$ cat src/rtl/spi_lane_pkg.sv
package spi_lane_pkg;

  typedef enum logic [1:0] {LN_1 = 2'd0, LN_2 = 2'd1, LN_4 = 2'd2} lane_e;

  typedef struct packed {
    logic  ok;
    logic  rd;
    lane_e ln;
  } op_info_t;

  function automatic op_info_t decode_op(input logic [7:0] op);
    op_info_t r;
    r.ok = 1'b1;
    r.rd = 1'b0;
    r.ln = LN_1;
    case (op)
      8'h02: r.ln = LN_1;
      8'hB2: r.ln = LN_2;
      8'hE2: r.ln = LN_4;
      8'h0B: r.rd = 1'b1;
      8'hBB: begin r.rd = 1'b1; r.ln = LN_2; end
      8'hEB: begin r.rd = 1'b1; r.ln = LN_4; end
      default: r.ok = 1'b0;
    endcase
    return r;
  endfunction

  // number of lanes carrying data
  function automatic logic [2:0] lane_count(input lane_e ln);
    case (ln)
      LN_1:    return 3'd1;
      LN_2:    return 3'd2;
      default: return 3'd4;
    endcase
  endfunction

  // SCLK periods per byte, minus one
  function automatic logic [2:0] beats_m1(input lane_e ln);
    case (ln)
      LN_1:    return 3'd7;
      LN_2:    return 3'd3;
      default: return 3'd1;
    endcase
  endfunction

  function automatic logic [7:0] shift_out(input logic [7:0] sr, input lane_e ln);
    case (ln)
      LN_1:    return {sr[6:0], 1'b0};
      LN_2:    return {sr[5:0], 2'b0};
      default: return {sr[3:0], 4'b0};
    endcase
  endfunction

  function automatic logic [7:0] shift_in(input logic [7:0] sr, input lane_e ln,
                                          input logic [3:0] io);
    case (ln)
      LN_1:    return {sr[6:0], io[1]};
      LN_2:    return {sr[5:0], io[1:0]};
      default: return {sr[3:0], io[3:0]};
    endcase
  endfunction

  // address byte sent when sel address bytes remain
  function automatic logic [7:0] addr_byte(input logic [23:0] a, input logic [1:0] sel);
    case (sel)
      2'd3:    return a[23:16];
      2'd2:    return a[15:8];
      default: return a[7:0];
    endcase
  endfunction

endpackage

$ cat src/rtl/spi_sclk_div.sv
module spi_sclk_div #(
  parameter int HALF_DIV = 2
) (
  input  logic clk,
  input  logic rst_n,
  input  logic run,
  output logic sclk,
  output logic rise,
  output logic fall
);
  localparam int DW = (HALF_DIV > 1) ? $clog2(HALF_DIV) : 1;

  logic [DW-1:0] cnt;
  logic          term;

  assign term = run && (cnt == DW'(HALF_DIV - 1));
  assign rise = term && !sclk;
  assign fall = term && sclk;

  always_ff @(posedge clk or negedge rst_n) begin
    if (!rst_n) begin
      cnt  <= '0;
      sclk <= 1'b0;
    end else if (!run) begin
      cnt  <= '0;
      sclk <= 1'b0;
    end else if (term) begin
      cnt  <= '0;
      sclk <= !sclk;
    end else begin
      cnt <= cnt + 1'b1;
    end
  end

endmodule

$ cat src/rtl/spi_lane_map.sv
module spi_lane_map
  import spi_lane_pkg::*;
(
  input  logic [7:0] sr,
  input  lane_e      ln,
  input  logic       hdr,
  input  logic       drive,
  output logic [3:0] io_o,
  output logic [3:0] io_oe
);
  logic [2:0] width;
  logic [3:0] pat;

  always_comb begin
    width = hdr ? 3'd1 : lane_count(ln);
    if (hdr || ln == LN_1) pat = {3'b000, sr[7]};
    else if (ln == LN_2)   pat = {2'b00, sr[7:6]};
    else                   pat = sr[7:4];
  end

  for (genvar g = 0; g < 4; g++) begin : g_lane
    assign io_oe[g] = drive && (3'(g) < width);
    assign io_o[g]  = io_oe[g] && pat[g];
  end

endmodule

$ cat src/rtl/spi_lane_master.sv
module spi_lane_master
  import spi_lane_pkg::*;
#(
  parameter int HALF_DIV = 2,
  parameter int CNT_W    = 8
) (
  input  logic             clk,
  input  logic             rst_n,
  input  logic             start,
  input  logic [7:0]       opcode,
  input  logic [23:0]      addr,
  input  logic [CNT_W-1:0] byte_cnt,
  output logic             busy,
  output logic             done,
  output logic             op_err,
  input  logic [7:0]       tx_data,
  input  logic             tx_valid,
  output logic             tx_ready,
  output logic [7:0]       rx_data,
  output logic             rx_valid,
  output logic             sclk,
  output logic             cs_n,
  output logic [3:0]       io_o,
  output logic [3:0]       io_oe,
  input  logic [3:0]       io_i
);
  typedef enum logic [1:0] {ST_IDLE, ST_RUN, ST_FETCH, ST_FIN} state_e;

  state_e           state;
  op_info_t         dec;
  logic [7:0]       sr;
  logic [23:0]      addr_q;
  logic [CNT_W-1:0] cnt_q;
  logic             rd_q, in_data;
  lane_e            ln_q;
  logic [1:0]       hdr_left;
  logic [2:0]       bcnt;

  // named events for the assertions
  logic run_w, rise_w, fall_w, hdr_phase_w, rd_phase_w, drive_w;

  assign dec         = decode_op(opcode);
  assign run_w       = (state == ST_RUN);
  assign hdr_phase_w = run_w && !in_data;
  assign rd_phase_w  = run_w && in_data && rd_q;
  assign drive_w     = run_w && !(in_data && rd_q);
  assign busy        = (state != ST_IDLE);
  assign tx_ready    = (state == ST_FETCH);

  spi_sclk_div #(.HALF_DIV(HALF_DIV)) u_div (
    .clk(clk), .rst_n(rst_n), .run(run_w),
    .sclk(sclk), .rise(rise_w), .fall(fall_w)
  );

  spi_lane_map u_map (
    .sr(sr), .ln(ln_q), .hdr(!in_data), .drive(drive_w),
    .io_o(io_o), .io_oe(io_oe)
  );

  always_ff @(posedge clk or negedge rst_n) begin
    if (!rst_n) begin
      state    <= ST_IDLE;
      cs_n     <= 1'b1;
      done     <= 1'b0;
      op_err   <= 1'b0;
      rx_valid <= 1'b0;
      rx_data  <= '0;
      sr       <= '0;
      addr_q   <= '0;
      cnt_q    <= '0;
      rd_q     <= 1'b0;
      in_data  <= 1'b0;
      ln_q     <= LN_1;
      hdr_left <= '0;
      bcnt     <= '0;
    end else begin
      done     <= 1'b0;
      op_err   <= 1'b0;
      rx_valid <= 1'b0;
      case (state)
        ST_IDLE: begin
          if (start) begin
            if (!dec.ok) begin
              done   <= 1'b1;
              op_err <= 1'b1;
            end else begin
              state    <= ST_RUN;
              cs_n     <= 1'b0;
              sr       <= opcode;
              addr_q   <= addr;
              cnt_q    <= byte_cnt;
              rd_q     <= dec.rd;
              ln_q     <= dec.ln;
              in_data  <= 1'b0;
              hdr_left <= 2'd3;
              bcnt     <= 3'd7;
            end
          end
        end
        ST_RUN: begin
          if (rise_w && in_data && rd_q) sr <= shift_in(sr, ln_q, io_i);
          if (fall_w) begin
            if (bcnt != 3'd0) begin
              bcnt <= bcnt - 3'd1;
              if (!in_data)   sr <= shift_out(sr, LN_1);
              else if (!rd_q) sr <= shift_out(sr, ln_q);
            end else if (!in_data) begin
              if (hdr_left != 2'd0) begin
                sr       <= addr_byte(addr_q, hdr_left);
                hdr_left <= hdr_left - 2'd1;
                bcnt     <= 3'd7;
              end else if (cnt_q == '0) begin
                state <= ST_FIN;
              end else begin
                in_data <= 1'b1;
                bcnt    <= beats_m1(ln_q);
                if (rd_q) sr <= '0;
                else      state <= ST_FETCH;
              end
            end else begin
              if (rd_q) begin
                rx_valid <= 1'b1;
                rx_data  <= sr;
              end
              cnt_q <= cnt_q - 1'b1;
              if (cnt_q == CNT_W'(1)) begin
                state <= ST_FIN;
              end else begin
                bcnt <= beats_m1(ln_q);
                if (!rd_q) state <= ST_FETCH;
              end
            end
          end
        end
        ST_FETCH: begin
          if (tx_valid) begin
            sr    <= tx_data;
            state <= ST_RUN;
          end
        end
        default: begin
          cs_n    <= 1'b1;
          done    <= 1'b1;
          in_data <= 1'b0;
          state   <= ST_IDLE;
        end
      endcase
    end
  end

  AST_IDLE_CLK_LOW: assert property (@(posedge clk) disable iff (!rst_n)
    cs_n |-> !sclk);
  AST_IO_HOLD_HIGH: assert property (@(posedge clk) disable iff (!rst_n)
    (sclk && $past(sclk)) |-> ($stable(io_o) && $stable(io_oe)));
  AST_HDR_LANE0: assert property (@(posedge clk) disable iff (!rst_n)
    hdr_phase_w |-> (io_oe == 4'b0001));
  AST_RD_NO_DRIVE: assert property (@(posedge clk) disable iff (!rst_n)
    rd_phase_w |-> (io_oe == 4'b0000));
  AST_RX_ONLY_READ: assert property (@(posedge clk) disable iff (!rst_n)
    rx_valid |-> rd_q);
  AST_ERR_NO_BUS: assert property (@(posedge clk) disable iff (!rst_n)
    op_err |-> (cs_n && $past(cs_n) && done));
  AST_DONE_RELEASE: assert property (@(posedge clk) disable iff (!rst_n)
    done |-> (cs_n && !busy));
  AST_FETCH_CLK_LOW: assert property (@(posedge clk) disable iff (!rst_n)
    tx_ready |-> !sclk);
  AST_START_IGNORED: assert property (@(posedge clk) disable iff (!rst_n)
    (busy && start) |=> $stable(addr_q));

endmodule

$ cat config.mk
export PLATFORM = sky130hd
export DESIGN_NAME = spi_lane_master
export DESIGN_NICKNAME = d
export VERILOG_FILES = /design/src/rtl/spi_lane_pkg.sv /design/src/rtl/spi_sclk_div.sv /design/src/rtl/spi_lane_map.sv /design/src/rtl/spi_lane_master.sv
export SDC_FILE = /design/constraint.sdc
export NUM_CORES = 1
export LEC_CHECK = 0
export BUFFER_PORTS_ARGS = -buffer_cell sky130_fd_sc_hd__buf_2
export CAP_MARGIN = 30
export CORE_MARGIN = 4
export CORE_UTILIZATION = 60
export DETAILED_ROUTE_END_ITERATION = 8
export GPL_ROUTABILITY_DRIVEN = 0
export GPL_TIMING_DRIVEN = 0
export PLACE_DENSITY_LB_ADDON = 0.08
export SLEW_MARGIN = 20
export SYNTH_ARGS = -nofsm -noshare
export SYNTH_HDL_FRONTEND = slang
export SYNTH_SLANG_ARGS = --single-unit
$ cat constraint.sdc
create_clock -name clk -period 4.17 [get_ports clk]
set_input_delay 0.834 -clock clk [delete_from_list [all_inputs] [get_ports clk]]
set_output_delay 0.834 -clock clk [all_outputs]
set_load 0.03 [all_outputs]
==> results of run 1 <==
[final cells by class]
class                           count  area (µm²)  area share
Buffer                             38         165      0.0317
Inverter                           25        93.8      0.0180
Sequential cell                    65        1630       0.312
Tap cell                           99         124      0.0238
Clock inverter                      7         124      0.0238
Multi-Input combinational cell    390        2540       0.487
Timing Repair Buffer               79         413      0.0793
Clock buffer                        9         124      0.0238
[logic make-up after synthesis]
logic type	after synthesis	synth area share
AO/OA/AOI/OAI	139	0.230
adder cells (fa/ha/maj)	12	0.0339
flip-flops	65	0.368
AND/OR/NAND/NOR	207	0.233
multiplexers	29	0.0707
buffers and inverters	63	0.0585
XOR/XNOR	3	0.00594
[metal layers]
metal,share of wire,GRT usage
met5,0,0
met4,0.027,0.128
met3,0.094,0.0625
met2,0.47,0.464
met1,0.41,0.398
[power breakdown]
part | internal [W] | switching [W] | leakage [nW] | total, W
combinational | 0.000667 | 0.00116 | 1.58 | 0.00183
sequential | 0.000823 | 0.000162 | 0.839 | 0.000986
clock | 0.000403 | 0.000281 | 0.121 | 0.000684
[worst min path at each step]
stage                    from         end  cells after the start
detailed placement  addr_q[1]   addr_q[1]                      2
global route            rst_n       sr[7]                      1
finish                  rst_n        done                      1
CTS                     rst_n  rx_data[2]                      1
floorplan           addr_q[1]   addr_q[1]                      2
global placement    addr_q[1]   addr_q[1]                      2
[cell usage in the layout, fill, tap and decap left out, types with 6 or more instances in the layout]
| cell type | n |
|---|---|
| a22oi_1 | 7 |
| a31oi_1 | 8 |
| mux2i_1 | 11 |
| nor3_1 | 21 |
| o21ai_0 | 31 |
| inv_1 | 25 |
| nor2_1 | 17 |
| nor2b_1 | 6 |
| a221oi_1 | 10 |
| buf_2 | 92 |
| nand2_1 | 98 |
| a221o_1 | 6 |
| nand3_1 | 12 |
| nand2b_1 | 8 |
| and2_1 | 7 |
| clkbuf_1 | 20 |
| a21oi_1 | 14 |
| a22o_1 | 7 |
| ha_1 | 12 |
| a21o_1 | 8 |
| mux2_2 | 17 |
| clkbuf_8 | 9 |
| a211oi_1 | 11 |
| dfrtp_1 | 64 |
| or2_2 | 7 |
[sequential cells by signal, summed over array words and instances, names as in the netlist]
register and cells:
rd_q 1, op_err 1, in_data 1, hdr_left 2
u_div.sclk 1, rx_valid 1, state 2, rx_data 8
sr 8, cs_n 1, cnt_q 8, u_div.cnt 1
bcnt 3, done 1, addr_q 24, ln_q 2
[stage by stage]
stage                     area [µm²]  cells
after CTS                       5210    712
after detailed placement        4960    696
after floorplan                 4430    518
final                           5210    712
after global routing            5210    712
after global placement          4940    695
==> reports/results.ini, run 1 <==
[die]
floorplan.initialDensity = 0.613
num_rows = 31
fp.dieW_um = 93.9
core_area_mm2 = 0.00721
die_h_um = 93.9
io-pin-count = 79
dieArea_mm2 = 0.00881

[power_and_ir_drop]
power_density_mw_per_mm2 = 671
ir_drop_mv = 0.327
leakage_nw = 2.54
p_total_w = 0.00350

[finish]
diodes = 0
fin_util = 0.722
area_growth_syn_to_layout_pct = 17.7
drive_gt1_frac = 0.241
final_nets = 676
fill_cells = 604

[global_routing]
grt_util_all_layers = 0.297
grt_overflow_total = 0
antenna_found_initial = 0
grt_pass1_vias = 4168
grt_pass1_wl_um = 20400
grt_max_degree = 43

[clocking]
post_cts_buffers = 0
clk_pin_slew_ns = 0.08
cts_resized = 0
cts_num_sinks = 65
cts.hold.buffers_added = 0
numCtsBuffers = 9
root_buffer = clkbuf_8
htree_num_levels = 3
cts_tree = built
clock_path_buffers = 2
insertion_delay_ns = 0.36

[synth]
synth_flop_cell = dfrtp_1
ys_async_sr_fraction = 1.00
syn-num-nets = 586
synth.distinct_cells = 68
avgSynthCellArea_um2 = 8.54
synth_cells = 518
yosysSeqAreaShare = 0.368
synth.top_cells.by_area = dfrtp_1 (36%), nand2_1 (8.3%), mux2_2 (4.3%)
synth.top_cell.area_share = 0.362
ys_ff_latch = 65
yosys_warnings = 0
ys_top_cells_by_count = nand2_1 (98), dfrtp_1 (64), o21ai_0 (31)
synth.most_common_cell = nand2_1
synth_area_mm2 = 0.00443
netlist.top_cell.by_area = dfrtp_1
synth_edf_count = 0

[critical_path]
crit_type = reg -> out
r2r-start = state[1]
r2r_end = rx_data[0]
startpoint_type = flip-flop
crit_fanout = 10
critical_path_buf_inv_count = 5
cpPeakStageDelay_ns = 0.44
crit_family = buffers and inverters
path_cells = inv_1 -> ha_1 -> clkbuf_1 -> buf_2 -> clkbuf_1 -> nand2_1 -> a221oi_1 -> buf_2
cpMaxStageDelayCell = dfrtp_1
cp-end-kind = output port
r2r_slack_ns = 1.68
cp-startpoint = state[1]
worstSetupPathDepth = 8
cp-endpoint = io_o[0]
arrival_ns = 2.86
rr_worst_depth = 6
cp.required_ns = 3.34

[route]
initialDrtViolationCount = 412
post_drt_wl_per_cell_um = 17.7
drt-pass1-iter-count = 8
antenna_left = 0
drc = 0
viasPerCell = 6.22
num_vias = 4427
finalWirelength_um = 12600

[sta]
maxSlewViolCount = 0
setup_viol = 0
max_slew_margin = 0.474
fin_setup_tns_ns = 0
period_share = 0.886
hold_slack_ns = 0.367
worstMarginPinSlew_ns = 0.785
finalHoldViolCount = 0
fmaxAchievable_mhz = 271
setup_ws_ns = 0.473
fin_crit_ns = 3.70
rsz0062_at_grt = no
worst_clock_skew_ns = 0.0101

[run_status]
status = finished, final reports clean

[placement]
place_ws_ns = 0.880
port_buffers = 78
dp_hpwl_um = 9200

[hold_path]
min_path_type = in -> async

[job]
drv_cap = 0

Power figures use the tool's default switching activity.
==> run 2, diff against run 1 <==
- PLACE_DENSITY: unset -> 0.95
- PLACE_DENSITY_LB_ADDON: 0.08 -> unset
- clock period: 4.17 -> 4.5 ns (I/O delays scaled with it)
==> reports/results.ini, run 2 (synthesis gave the netlist of run 1 again) <==
[finish]
largest_reg_flops = 24  ; unchanged
fill_cells = 549  ; -9.1%
regMostFlops = addr_q
final_cell_mix = nand2_1 (98), buf_2 (92), dfrtp_1 (64), o21ai_0 (31), inv_1 (25)
multi_input_area_mm2 = 0.00254  ; unchanged
final_nets = 676  ; unchanged
seqCellArea_mm2 = 0.00163  ; unchanged
mostFrequentLayoutCell = nand2_1
drive_gt1_frac = 0.241  ; unchanged
area_growth_syn_to_layout_pct = 16.8
diodes = 0  ; unchanged

[global_routing]
grt_util_all_layers = 0.296  ; -0.000783
antenna_found_initial = 0  ; unchanged
grt_pass1_vias = 4418  ; +6.0%
grt_overflow_total = 0  ; unchanged
grt_pass1_wl_um = 20800  ; +1.9%
grt_max_degree = 43  ; unchanged

[route]
num_vias = 4636  ; +4.7%
finalWirelength_um = 12700  ; +0.93%
drc = 36  ; +36
drt-pass1-iter-count = 9  ; +1
initialDrtViolationCount = 729  ; +77%
viasPerCell = 6.51  ; +4.7%
post_drt_wl_per_cell_um = 17.8  ; +0.93%
antenna_left = 0  ; unchanged

[critical_path]
crit_type = reg -> out
cp-startpoint = state[1]
r2r-start = state[1]
path_cells = inv_1 -> ha_1 -> clkbuf_1 -> buf_2 -> clkbuf_1 -> nand2_1 -> a221oi_1 -> buf_2
cp.required_ns = 3.60  ; +0.26 ns
startpoint_type = flip-flop
crit_fanout = 10  ; unchanged
arrival_ns = 2.78  ; -0.08 ns
cpPeakStageDelay_ns = 0.46  ; +0.02 ns
cp-end-kind = output port
cpMaxStageDelayCell = clkbuf_1

[sta]
period_share = 0.817
worstMarginPinSlew_ns = 0.743  ; -0.0419 ns
fin_setup_tns_ns = 0  ; unchanged
rsz0062_at_grt = no
maxSlewViolCount = 0  ; unchanged
fmaxAchievable_mhz = 272
worst_clock_skew_ns = 0.0116  ; +0.00151 ns
max_slew_margin = 0.502  ; +0.0285
fin_crit_ns = 3.68
setup_viol = 0  ; unchanged
finalHoldViolCount = 0  ; unchanged

[die]
floorplan.initialDensity = 0.613  ; unchanged
die_h_um = 93.9  ; unchanged
core_area_mm2 = 0.00721  ; unchanged
fp.dieW_um = 93.9  ; unchanged
num_rows = 31  ; unchanged
io-pin-count = 79  ; unchanged
dieArea_mm2 = 0.00881  ; unchanged

[run_status]
violations = design-rule violations
status = complete, but fails checks

[clocking]
cts_resized = 0  ; unchanged
htree_num_levels = 3  ; unchanged
cts_tree = built
cts.hold.buffers_added = 0  ; unchanged
insertion_delay_ns = 0.36  ; about the same
cts_num_sinks = 65  ; unchanged
clock_path_buffers = 2  ; unchanged
numCtsBuffers = 9  ; unchanged
root_buffer = clkbuf_8
post_cts_buffers = 0  ; unchanged
clk_pin_slew_ns = 0.08  ; about the same

[power_and_ir_drop]
p_total_w = 0.00316  ; -9.6%
ir_drop_mv = 0.281  ; -14%
power_density_mw_per_mm2 = 611  ; -8.9%
leakage_nw = 2.53  ; -0.71%

[placement]
dp_hpwl_um = 9390  ; +2.1%
port_buffers = 78  ; unchanged

[hold_path]
min_path_type = in -> async

[job]
drv_cap = 0  ; unchanged

[run 2: critical path, delay by kind of cell, from the launching register on]
kind	cells	cell delay (ns)
AO/OA/AOI/OAI	1	0.26
AND/OR/NAND/NOR	1	0.20
adder cells (fa/ha/maj)	1	0.16
buffers and inverters	5	1.36
flip-flops	1	0.43
[run 2: path summary, 6_finish.rpt]
check                              to  depth (start not counted)  slack (ns)
setup / recovery              io_o[0]                          8        0.82
hold / removal                   rd_q                          1        0.43
setup reg to reg                sr[5]                          9        1.99
hold reg to reg            addr_q[22]                          2        0.49
max in group asynchronous  addr_q[23]                          2        3.55
min in group clk           addr_q[22]                          2        0.49
[run 2: power by group]
| part | total, W | switching (W) | internal (W) |
|---|---|---|---|
| clock network | 0.000529 | 0.000262 | 0.000266 |
| registers | 0.000915 | 0.000152 | 0.000763 |
| logic | 0.00172 | 0.00109 | 0.000621 |
[run 2: final cells by class]
| class | instances | area share |
|---|---|---|
| repair buffers | 79 | 0.0799 |
| flip-flops and latches | 65 | 0.315 |
| well taps | 99 | 0.0240 |
| inverters | 25 | 0.0182 |
| plain buffers | 38 | 0.0319 |
| clock inverters | 7 | 0.0162 |
| multi-input cells | 390 | 0.491 |
| clock buffers | 9 | 0.0240 |
[run 2: through the flow]
step                cells  area (µm²)  setup WS, ns  hold slack, ns  utilization
finish                712        5170         0.825           0.426        0.717
global route          712        5170         0.640           0.450        0.717
CTS                   712        5170         0.826           0.443        0.717
detailed placement    696        4960          1.23           0.470        0.688
global placement      695        4940          1.32           0.455        0.685
floorplan             518        4430          1.41           0.438            -
[run 2: per-layer routing]
layer / up-vias / GRT usage / share of wire
met2: 341 / 0.472 / 0.46
met3: 109 / 0.0817 / 0.11
met4: 0 / 0.142 / 0.052
li1: 2066 / - / -
met5: - / 0 / 0
met1: 2120 / 0.370 / 0.38
